File: config.mk
export PLATFORM = sky130hd
export DESIGN_NAME = wr_redirect_place
export DESIGN_NICKNAME = d
export VERILOG_FILES = /design/src/rtl/wr_pkg.sv /design/src/rtl/wr_first_free.sv /design/src/rtl/wr_oldest_pick.sv /design/src/rtl/wr_place_decide.sv /design/src/rtl/wr_redirect_place.sv
export SDC_FILE = /design/constraint.sdc
export NUM_CORES = 1
export LEC_CHECK = 0
export BUFFER_PORTS_ARGS = -buffer_cell sky130_fd_sc_hd__buf_2
export CORE_MARGIN = 2
export CORE_UTILIZATION = 45
export DETAILED_ROUTE_END_ITERATION = 12
export HOLD_SLACK_MARGIN = 0.05
export PLACE_DENSITY_LB_ADDON = 0.12
export SKIP_LAST_GASP = 1
export SYNTH_ARGS = -nofsm -noshare
export SYNTH_HDL_FRONTEND = slang
export SYNTH_SLANG_ARGS = --single-unit
File: constraint.sdc
create_clock -name clk -period 14.7 [get_ports clk]
set_input_delay 0.735 -clock clk [delete_from_list [all_inputs] [get_ports clk]]
set_output_delay 0.735 -clock clk [all_outputs]
set_load 0.02 [all_outputs]
File: src/rtl/wr_pkg.sv
package wr_pkg;

    typedef enum logic [2:0] {
        ACT_IDLE     = 3'd0,
        ACT_READ     = 3'd1,
        ACT_INPLACE  = 3'd2,
        ACT_REDIRECT = 3'd3,
        ACT_FILL     = 3'd4
    } act_e;

    typedef struct packed {
        logic inval;
        logic wb;
        logic miss;
        logic cnt;
    } strobe_t;

    localparam strobe_t STROBE_NONE = '{inval: 1'b0, wb: 1'b0, miss: 1'b0, cnt: 1'b0};

    function automatic logic all_set(input logic [63:0] bits, input int n);
        logic r;
        r = 1'b1;
        for (int i = 0; i < 64; i++) begin
            if (i < n && !bits[i]) r = 1'b0;
        end
        return r;
    endfunction

endpackage

File: src/rtl/wr_first_free.sv
module wr_first_free #(
    parameter int WAYS  = 8,
    parameter int IDX_W = $clog2(WAYS)
) (
    input  logic [WAYS-1:0]  cand,
    output logic             found,
    output logic [IDX_W-1:0] idx
);
    always_comb begin
        found = 1'b0;
        idx   = '0;
        for (int w = WAYS - 1; w >= 0; w--) begin
            if (cand[w]) begin
                found = 1'b1;
                idx   = IDX_W'(w);
            end
        end
    end
endmodule

File: src/rtl/wr_oldest_pick.sv
module wr_oldest_pick #(
    parameter int WAYS  = 8,
    parameter int AGE_W = $clog2(WAYS),
    parameter int IDX_W = $clog2(WAYS)
) (
    input  logic [WAYS*AGE_W-1:0] ages,
    input  logic [WAYS-1:0]       eligible,
    output logic                  found,
    output logic [IDX_W-1:0]      idx
);
    logic [AGE_W-1:0] age_arr [WAYS];

    for (genvar g = 0; g < WAYS; g++) begin : g_unpack
        assign age_arr[g] = ages[g*AGE_W +: AGE_W];
    end

    always_comb begin
        logic [AGE_W-1:0] best;
        found = 1'b0;
        idx   = '0;
        best  = '0;
        for (int w = 0; w < WAYS; w++) begin
            if (eligible[w] && (!found || age_arr[w] > best)) begin
                found = 1'b1;
                idx   = IDX_W'(w);
                best  = age_arr[w];
            end
        end
    end
endmodule

File: src/rtl/wr_place_decide.sv
module wr_place_decide
    import wr_pkg::*;
#(
    parameter int WAYS  = 8,
    parameter int WAY_W = $clog2(WAYS)
) (
    input  logic                  req_valid,
    input  logic                  req_write,
    input  logic                  hit,
    input  logic [WAY_W-1:0]      hit_way,
    input  logic [WAYS-1:0]       valid_bits,
    input  logic [WAYS-1:0]       dirty_bits,
    input  logic [WAYS*WAY_W-1:0] lru_age,
    input  logic [WAYS-1:0]       restrict_mask,
    output act_e                  act,
    output logic [WAY_W-1:0]      tgt,
    output strobe_t               strb
);
    localparam logic [WAYS-1:0] ALL_ONES = '1;

    logic             all_restr;
    logic             hit_restr;
    logic [WAYS-1:0]  free_nr;
    logic [WAYS-1:0]  free_any;
    logic [WAYS-1:0]  elig_nr;

    logic             ff_nr_found,  ff_all_found;
    logic [WAY_W-1:0] ff_nr_idx,    ff_all_idx;
    logic             old_nr_found, old_all_found;
    logic [WAY_W-1:0] old_nr_idx,   old_all_idx;

    logic             place_free;
    logic [WAY_W-1:0] place_way;

    assign all_restr = (restrict_mask == ALL_ONES);
    assign hit_restr = restrict_mask[hit_way];
    assign elig_nr   = ~restrict_mask;
    assign free_nr   = ~valid_bits & ~restrict_mask;
    assign free_any  = ~valid_bits;

    wr_first_free #(.WAYS(WAYS), .IDX_W(WAY_W)) u_ff_nr (
        .cand(free_nr), .found(ff_nr_found), .idx(ff_nr_idx)
    );
    wr_first_free #(.WAYS(WAYS), .IDX_W(WAY_W)) u_ff_all (
        .cand(free_any), .found(ff_all_found), .idx(ff_all_idx)
    );
    wr_oldest_pick #(.WAYS(WAYS), .AGE_W(WAY_W), .IDX_W(WAY_W)) u_old_nr (
        .ages(lru_age), .eligible(elig_nr), .found(old_nr_found), .idx(old_nr_idx)
    );
    wr_oldest_pick #(.WAYS(WAYS), .AGE_W(WAY_W), .IDX_W(WAY_W)) u_old_all (
        .ages(lru_age), .eligible(ALL_ONES), .found(old_all_found), .idx(old_all_idx)
    );

    // Placement slot: a free slot first, else the oldest candidate.
    always_comb begin
        if (all_restr) begin
            place_free = ff_all_found;
            place_way  = ff_all_found ? ff_all_idx : old_all_idx;
        end else if (ff_nr_found) begin
            place_free = 1'b1;
            place_way  = ff_nr_idx;
        end else begin
            place_free = 1'b0;
            place_way  = old_nr_found ? old_nr_idx : old_all_idx;
        end
    end

    always_comb begin
        act  = ACT_IDLE;
        tgt  = '0;
        strb = STROBE_NONE;
        if (req_valid) begin
            if (!hit) begin
                act       = ACT_FILL;
                tgt       = place_way;
                strb.miss = 1'b1;
                strb.wb   = !place_free && dirty_bits[place_way];
            end else if (!req_write) begin
                act = ACT_READ;
                tgt = hit_way;
            end else if (!hit_restr || all_restr) begin
                act      = ACT_INPLACE;
                tgt      = hit_way;
                strb.cnt = 1'b1;
            end else begin
                act        = ACT_REDIRECT;
                tgt        = place_way;
                strb.inval = 1'b1;
                strb.cnt   = 1'b1;
                strb.wb    = !place_free && dirty_bits[place_way];
            end
        end
    end
endmodule

File: src/rtl/wr_redirect_place.sv
module wr_redirect_place
    import wr_pkg::*;
#(
    parameter int WAYS  = 8,
    parameter int WAY_W = $clog2(WAYS)
) (
    input  logic                  clk,
    input  logic                  rst,
    input  logic                  req_valid,
    input  logic                  req_write,
    input  logic                  hit,
    input  logic [WAY_W-1:0]      hit_way,
    input  logic [WAYS-1:0]       valid_bits,
    input  logic [WAYS-1:0]       dirty_bits,
    input  logic [WAYS*WAY_W-1:0] lru_age,
    input  logic [WAYS-1:0]       restrict_mask,
    output logic                  dec_valid,
    output logic [WAY_W-1:0]      tgt_way,
    output logic                  inval_orig,
    output logic [WAY_W-1:0]      inval_way,
    output logic                  wb_req,
    output logic [WAY_W-1:0]      wb_way,
    output logic                  miss_fwd,
    output logic                  cnt_inc,
    output logic [WAY_W-1:0]      cnt_way
);
    act_e             nxt_act;
    logic [WAY_W-1:0] nxt_tgt;
    strobe_t          nxt_strb;

    wr_place_decide #(.WAYS(WAYS), .WAY_W(WAY_W)) u_decide (
        .req_valid     (req_valid),
        .req_write     (req_write),
        .hit           (hit),
        .hit_way       (hit_way),
        .valid_bits    (valid_bits),
        .dirty_bits    (dirty_bits),
        .lru_age       (lru_age),
        .restrict_mask (restrict_mask),
        .act           (nxt_act),
        .tgt           (nxt_tgt),
        .strb          (nxt_strb)
    );

    always_ff @(posedge clk) begin
        if (rst) begin
            dec_valid  <= 1'b0;
            tgt_way    <= '0;
            inval_orig <= 1'b0;
            inval_way  <= '0;
            wb_req     <= 1'b0;
            wb_way     <= '0;
            miss_fwd   <= 1'b0;
            cnt_inc    <= 1'b0;
            cnt_way    <= '0;
        end else begin
            dec_valid  <= (nxt_act != ACT_IDLE);
            tgt_way    <= nxt_tgt;
            inval_orig <= nxt_strb.inval;
            inval_way  <= nxt_strb.inval ? hit_way : '0;
            wb_req     <= nxt_strb.wb;
            wb_way     <= nxt_strb.wb ? nxt_tgt : '0;
            miss_fwd   <= nxt_strb.miss;
            cnt_inc    <= nxt_strb.cnt;
            cnt_way    <= nxt_strb.cnt ? nxt_tgt : '0;
        end
    end
endmodule

== Word level (Yosys, flattened, before mapping) ==
Index checks and enable logic that the tools add are counted.

* $lt $le $gt $ge: 16
* Equality and inequality tests: 1
* Mux-type cells: 93
* Bitwise operators: 7
* Reduce and logical (&&, ||, !) cells: 30

{| class="wikitable"
|+ Operators by type and width
! cell !! number
|-
| $mux W3 || 52
|-
| $gt A3 B3 Y1 || 14
|-
| $mux W1 || 36
|-
| $not A8 Y8 || 2
|-
| $logic_not A1 Y1 || 9
|-
| $and A8 B8 Y8 || 1
|-
| $eq A8 B8 Y1 const B || 1
|-
| $logic_and A1 B1 Y1 || 8
|-
| $logic_or A1 B1 Y1 || 8
|-
| $lt A3 B4 Y1 const B || 2
|-
| $reduce_or A2 Y1 || 4
|-
| $bmux W1 S3 || 2
|-
| $mux W2 || 2
|-
| $mux W4 || 1
|-
| $not A1 Y1 || 4
|-
| $reduce_bool A3 Y1 || 1
|}

* Flip-flop bits (word level): 17
* Input port bits: 56
* Output and inout bits: 17

== Logic depth before layout (Yosys ltp) ==
Gate-level depths: netlist of the first run.

* Word-level depth: 42
* Gate-level depth with buffers: 46

== Cells and area by module ==
Synthesis of the first run repeated with hierarchy kept, for this count alone.

* Cells, all modules: 428
* Area, all modules: 3225.6 um^2

{| class="wikitable"
|+ By module, submodules not included
! module !! times used !! cells each !! area each (um^2) !! sequential area each (um^2)
|-
| wr_oldest_pick (u_decide.u_old_nr) || 1 || 138 || 997.2 || 0.0
|-
| wr_oldest_pick (u_decide.u_old_all) || 1 || 137 || 982.2 || 0.0
|-
| wr_place_decide || 1 || 92 || 619.3 || 0.0
|-
| wr_redirect_place || 1 || 35 || 466.7 || 340.3
|-
| wr_first_free || 2 || 13 || 80.1 || 0.0
|}

== Worst setup path after synthesis of the first run ==
Ideal clock, no wire load.

* Kind: in2reg
* Start point: in restrict_mask[0]
* End point: reg wb_way[0]
* Library setup time: 0.130 ns
* Arrival time: 9.682 ns
* Required time: 14.570 ns
* Path slack: 4.888 ns
* Cell stages on the path: 44
* Buffers on the path: 1
* Cells stage by stage: buf_2 -> nand2b_1 -> ha_1 -> nor2b_1 -> o21ai_0 -> a211oi_1 -> mux2i_1 -> inv_1 -> ha_1 -> nor2b_1 -> o21ai_0 -> a221o_1 -> mux2_2 -> ha_1 -> and3b_1 -> o21ai_0 -> a21oi_1 -> nand2_1 -> (+8 left out) -> and3b_1 -> o21ai_0 -> a21oi_1 -> mux2_2 -> ha_1 -> a31oi_1 -> a21oi_1 -> mux2_2 -> ha_1 -> nor2b_1 -> o21a_1 -> o21ai_0 -> o32a_1 -> o211ai_2 -> and2_4 -> mux4_2 -> nor2_1 -> nor4_1

* Cells in the longest elaborated chain, start to end: 42

{| class="wikitable"
|+ RTL lines
! item !! RTL line !! RTL
|-
| start: declaration || wr_redirect_place.sv:16 || <nowiki>input logic [WAYS-1:0] restrict_mask,</nowiki>
|-
| $not A8 Y8 || wr_place_decide.sv:37, wr_place_decide.sv:38 ||
|-
| $mux W3 or $mux W1 (tied branches) || wr_oldest_pick.sv:23 || <nowiki>if (eligible[w] && (!found || age_arr[w] > best)) begin</nowiki>
|-
| $gt A3 B3 Y1 or $logic_not A1 Y1 (tied branches) || wr_oldest_pick.sv:23 ||
|-
| $logic_or A1 B1 Y1 || wr_oldest_pick.sv:23 ||
|-
| $logic_and A1 B1 Y1 || wr_oldest_pick.sv:23 ||
|-
| $mux W3 or $mux W1 (tied branches) || wr_oldest_pick.sv:23 ||
|-
| $gt A3 B3 Y1 or $logic_not A1 Y1 (tied branches) || wr_oldest_pick.sv:23 ||
|-
| $logic_or A1 B1 Y1 || wr_oldest_pick.sv:23 ||
|-
| (+26 left out) || - ||
|-
| $mux W1 (not written as such) || wr_place_decide.sv:77, wr_place_decide.sv:90 ||
|-
| $logic_and A1 B1 Y1 || wr_place_decide.sv:77, wr_place_decide.sv:90 ||
|-
| $mux W2 || wr_place_decide.sv:81 || <nowiki>end else if (!hit_restr || all_restr) begin</nowiki>
|-
| $mux W2 || wr_place_decide.sv:78 || <nowiki>end else if (!req_write) begin</nowiki>
|-
| $mux W1 || wr_place_decide.sv:73 || <nowiki>if (!hit) begin</nowiki>
|-
| $mux W4 || wr_place_decide.sv:72 || <nowiki>if (req_valid) begin</nowiki>
|-
| $not A1 Y1 (no line) || - ||
|-
| $reduce_or A2 Y1 (no line) || - ||
|-
| end signal: assignment || wr_redirect_place.sv:62 || <nowiki>wb_way <= nxt_strb.wb ? nxt_tgt : '0;</nowiki>
|-
| end: declaration || wr_redirect_place.sv:22 || <nowiki>output logic [WAY_W-1:0] wb_way,</nowiki>
|}

Parallel ways exist; a longest one is shown, timed or not. The select of a mux whose other input is x is not followed.
A chain may end at the register's enable or synchronous reset.

== Final worst setup path of the first run ==
* Start point: in restrict_mask[0]
* End point: reg wb_way[2]

Same word-level chain as after synthesis.

==> results.sh, run 1 <==
export IMPL_grt_busiest_layer="met2"
export IMPL_yosys_register_bits=17
export IMPL_final_common_cell="buf_2"
export IMPL_die_h_um=77.4
export IMPL_worstMarginPinSlew_ps=730
export IMPL_final_cell_mix="72 x buf_2, 42 x ha_1, 28 x inv_1, 22 x nor2_1"
export IMPL_cp_max_fo=13
export IMPL_final_nets=473
export IMPL_synth_yosys_seq_area_share=0.140
export IMPL_power_uw=287
export IMPL_track_usage=0.202
export IMPL_die_area_sq_mm=0.00599
export IMPL_cts_reportedPaths_clkPinSlew_ps=60
export IMPL_cts_setup_buffers=0
export IMPL_first_global_vias=2223
export IMPL_hold_viol_final=0
export IMPL_dp_hpwl_mm=5.33
export IMPL_status="finished, final reports clean"
export IMPL_synthesis_nets=401
export IMPL_avgSynthCellArea_sq_um=8.00
export IMPL_rsz0062_at_grt="no"
export IMPL_critPathSlowestCell="a211oi_1"
export IMPL_drv_cap=0
export IMPL_synth_ff_type="dfxtp_1"
export IMPL_fmax_ghz=0.0927
export IMPL_grt_met3_usage=0.0244
export IMPL_slew_viol_final=0
export IMPL_drtIter0Drc=158
export IMPL_die_x_um=77.4
export IMPL_p_int_uw=160
export IMPL_synth_cell_types=52
export IMPL_routed_via_density=5.50
export IMPL_use_met2=0.330
export IMPL_maxSlewHeadroom=0.510
export IMPL_setup_violations_final=0
export IMPL_crit_type="in2reg"
export IMPL_cts_buffers=3
export IMPL_start_util=0.472
export IMPL_fin_util=0.563
export IMPL_ant_nets=0
export IMPL_area_growth_pct=19.4
export IMPL_ctsHoldBuffers=0
export IMPL_cts_tree="yes"
export IMPL_min_period_over_period=0.734
export IMPL_crit_buf_inv=3
export IMPL_cts_root_buf="clkbuf_8"
export IMPL_h_tree_depth=1
export IMPL_wl_per_cell_um=13.9
export IMPL_p_leak_nw=1.48
export IMPL_ios=73
export IMPL_path_delay_family="compound AO/OA/AOI/OAI gates"
export IMPL_clock_sinks=17
export IMPL_setup_tns_ps=0
export IMPL_setup_worst_path_end_class="register"
export IMPL_drive_above_1_share=0.270
export IMPL_synthCells=303
export IMPL_switchingPower_uw=127
export IMPL_startpoint_type="input port"
export IMPL_min_period_ps=10790
export IMPL_power_switching_share=0.443
export IMPL_grt_max_degree=14
export IMPL_yosysWarnings=0
export IMPL_fillCellCount=539
export IMPL_drc=0
export IMPL_diodes=0
export IMPL_core_area_sq_mm=0.00514
export IMPL_hp_class="in2reg"
export IMPL_place_gp_congestion=0.811
export IMPL_vias=2444
export IMPL_io_buffers=72
export IMPL_grt_overflow=0
export IMPL_use_met1=0.283
export IMPL_firstDrtPassIters=4
export IMPL_seq_power_share=0.166
export IMPL_cts_resized=0
export IMPL_multiInputGateArea_sq_mm=0.00195
export IMPL_antenna_found_initial=0
export IMPL_synth_edff_count=0
export IMPL_cts_buffer_depth=2
export IMPL_cp_required_ps=14820
export IMPL_grt_pass1_wl_mm=10.1
export IMPL_max_vdd_ir_drop_mv=0.0669
export IMPL_arrival_ps=10910
export IMPL_finalWirelength_mm=6.19
export IMPL_powerDensity_mw_per_mm2=99.1
export IMPL_clkPwrFrac=0.115
export IMPL_synth_area_sq_mm=0.00242
export IMPL_fp_row_count=26
export IMPL_regArea_sq_um=340
export IMPL_synthArstFlopShare=0
export IMPL_pwr_share_comb=0.719
export IMPL_max_stage_delay_ps=640
[worst paths after layout]
path        startpoint    endpoint  slack (ps)  depth (start not counted)
max   restrict_mask[0]   wb_way[2]        3910                         43
min                rst  tgt_way[2]         660                          2
[flip-flops by register name, summed over array words and instances (netlist names), 3 cells and up]
register   flops
cnt_way        3
inval_way      3
tgt_way        3
wb_way         3
[cells by family after synthesis]
family                     synth area share
DFF                                   0.140
muxes                                 0.162
AOI/OAI and AO/OA                     0.208
buffers and inverters                0.0532
and+or+nand+nor                       0.219
adders and majority gates             0.217
[cells in the mapped netlist (3+ instances only)]
cell type,number,share of area
a211oi_1,3,0.0093
a21o_1,5,0.015
a21oi_1,19,0.039
a31oi_1,4,0.010
a32oi_1,3,0.011
and2_1,5,0.013
and3_1,3,0.0077
and3b_1,3,0.011
buf_2,4,0.0083
dfxtp_1,17,0.14
ha_1,42,0.22
inv_1,28,0.043
mux2_2,17,0.079
mux2i_1,13,0.054
nand2_1,19,0.029
nand2b_1,5,0.013
nand3_1,13,0.027
nand3b_1,4,0.012
nand4_1,3,0.0077
nor2_1,22,0.034
nor2b_1,5,0.013
nor3_1,8,0.017
o21a_1,4,0.012
o21ai_0,18,0.037
[per-stage QoR]
stage | std cells | setup slack, ps | hold slack (ps) | instance area [sq um]
2_1_floorplan | 303 | 4890 | 807 | 2420
3_3_place_gp | 440 | 4060 | 912 | 2850
3_5_place_dp | 440 | 3690 | 908 | 2850
4_1_cts | 444 | 3950 | 652 | 2890
5_1_grt | 444 | 3070 | 678 | 2890
6_report | 444 | 3910 | 661 | 2890
[area by class of cell]
cell class | instances | share of cell area
inverters | 28 | 0.0363
clock buffers | 3 | 0.0143
well taps | 70 | 0.0303
multi-input cells | 253 | 0.675
repair buffers | 72 | 0.125
flip-flops and latches | 17 | 0.118
clock inverters | 1 | 0.00173
[power by group through the flow]
stage	Sequential, mW	Combinational [mW]	Clock [mW]
4_1_cts	0.0475	0.207	0.0339
5_1_grt	0.0476	0.237	0.0361
2_1_floorplan	0.0503	0.154	0
3_3_place_gp	0.0485	0.202	0
3_5_place_dp	0.0486	0.206	0
6_report	0.0475	0.206	0.0330
[routing by layer]
layer	wire, um	share of wire
met1	3040	0.49
met2	2740	0.44
met3	363	0.059
met4	46	0.0074
met5	0	0
Power figures use the tool's default switching activity.
==> run 2, diff against run 1 <==
==> constraint.sdc (replaced) <==
create_clock -name clk -period 10.7 [get_ports clk]
set_input_delay 0.535 -clock clk [delete_from_list [all_inputs] [get_ports clk]]
set_output_delay 0.535 -clock clk [all_outputs]
set_load 0.02 [all_outputs]
==> run 2 against run 1 <==
Final cell count grew 1.4%; routed wire length grew 1.6%; sequential share of layout area shrank 0.22 points; hold slack lost 210 ps; total power grew 41%; sequential power grew 37%; critical endpoint unchanged.
==> results.sh, run 2 (synthesis results as in run 1) <==
export IMPL_hp_class="in2reg"
export IMPL_track_usage=0.212
export IMPL_setup_tns_ps=0
export IMPL_cts_reportedPaths_clkPinSlew_ps=60
export IMPL_start_util=0.472
export IMPL_hold_path_depth=2
export IMPL_drv_cap=0
export IMPL_setup_violations_final=0
export IMPL_cts_buffer_depth=2
export IMPL_regArea_sq_um=340
export IMPL_setup_worst_path_end_class="register"
export IMPL_firstDrtPassIters=4
export IMPL_slew_viol_final=0
export IMPL_final_nets=479
export IMPL_fmax_ghz=0.101
export IMPL_min_period_over_period=0.928
export IMPL_ios=73
export IMPL_power_uw=406
export IMPL_ctsHoldBuffers=0
export IMPL_finalWirelength_mm=6.29
export IMPL_die_x_um=77.4
export IMPL_min_to="tgt_way[2]"
export IMPL_vias=2548
export IMPL_p_leak_nw=1.51
export IMPL_powerDensity_mw_per_mm2=137
export IMPL_min_period_ps=9930
export IMPL_core_area_sq_mm=0.00514
export IMPL_grt_pass1_wl_mm=10.6
export IMPL_area_growth_pct=21.7
export IMPL_final_cell_mix="72 x buf_2, 42 x ha_1, 28 x inv_1, 22 x nor2_1, 19 x nand2_1"
export IMPL_clock_sinks=17
export IMPL_dp_hpwl_mm=5.32
export IMPL_cp_required_ps=10830
export IMPL_multiInputGateArea_sq_mm=0.00197
export IMPL_dp_cells=442
export IMPL_max_stage_delay_ps=350
export IMPL_grt_overflow=0
export IMPL_first_global_vias=2287
export IMPL_min_from="rst"
export IMPL_cp_max_fo=13
export IMPL_worstMarginPinSlew_ps=668
export IMPL_finalWorstSetupSlack_ps=768
export IMPL_drc=0
export IMPL_diodes=0
export IMPL_arrival_ps=10060
export IMPL_stdcell_count=450
export IMPL_maxSlewHeadroom=0.555
export IMPL_fp_row_count=26
export IMPL_cts_root_buf="clkbuf_8"
export IMPL_drtIter0Drc=153
export IMPL_antenna_found_initial=0
export IMPL_drive_above_1_share=0.289
export IMPL_fillCellCount=513
export IMPL_dp_slack_ps=149
export IMPL_wl_per_cell_um=14.0
export IMPL_die_h_um=77.4
export IMPL_place_area_sq_mm=0.00286
export IMPL_critPathSlowestCell="mux2_2"
export IMPL_grt_max_degree=14
export IMPL_cp_common_cell="ha_1"
export IMPL_final_common_cell="buf_2"
export IMPL_cts_buffers=3
export IMPL_crit_type="in2reg"
export IMPL_status="finished, final reports clean"
export IMPL_hold_viol_final=0
export IMPL_place_gp_congestion=0.913
export IMPL_ant_nets=0
export IMPL_die_area_sq_mm=0.00599
export IMPL_cts_tree="yes"
export IMPL_routed_via_density=5.66
export IMPL_hold_slack_ps=453
export IMPL_max_vdd_ir_drop_mv=0.103
export IMPL_h_tree_depth=1
export IMPL_finalInstanceArea_sq_mm=0.00295
export IMPL_io_buffers=72
export IMPL_fin_util=0.574
export IMPL_startpoint_type="input port"
run 2: cell count changes in the layout (fill, tap and decap cells not counted), sizes merged:
cell and delta:
buf +6
run 2: worst max-delay path, delay by kind of cell:
family,cells,cell delay (ps)
AND/OR/NAND/NOR,9,1320
buffers and inverters,6,840
multiplexers,5,1630
adder cells (fa/ha/maj),7,1840
AO/OA/AOI/OAI,21,3860
run 2: worst max-delay path by stage:
stage	startpoint	end	slack, ps	cells past startpoint
after floorplan	restrict_mask[0]	wb_way[0]	1090	44
after global placement	restrict_mask[0]	wb_way[2]	310	44
after detailed placement	restrict_mask[0]	wb_way[2]	150	45
after CTS	restrict_mask[0]	wb_way[2]	380	45
after global routing	restrict_mask[0]	wb_way[2]	-20	46
final	restrict_mask[0]	wb_way[2]	770	48
run 2: layout make-up:
class / count / share of cell area
Clock inverter: 1 / 0.00170
Inverter: 28 / 0.0356
Sequential cell: 17 / 0.115
Timing Repair Buffer: 78 / 0.137
Tap cell: 70 / 0.0297
Clock buffer: 3 / 0.0140
Multi-Input combinational cell: 253 / 0.666
run 2: what timing repair did:
action                                  CTS  global route
resized for setup                         0             7
buffers inserted                          0             4
endpoints found under the setup margin    0            10
run 2: power breakdown:
part           leakage [nW]  internal [mW]  switching [mW]
Combinational          1.34          0.135           0.159
Sequential            0.138         0.0650        0.000275
Clock                0.0255         0.0258          0.0206
Total                  1.51          0.226           0.179
run 2: per-layer routing:
layer,track usage,vias to the layer above,wire (um)
met2,0.327,93,2750
met5,0,-,0
met1,0.316,1148,3040
met4,0.0482,0,99
met3,0.0256,10,399
li1,-,1297,-
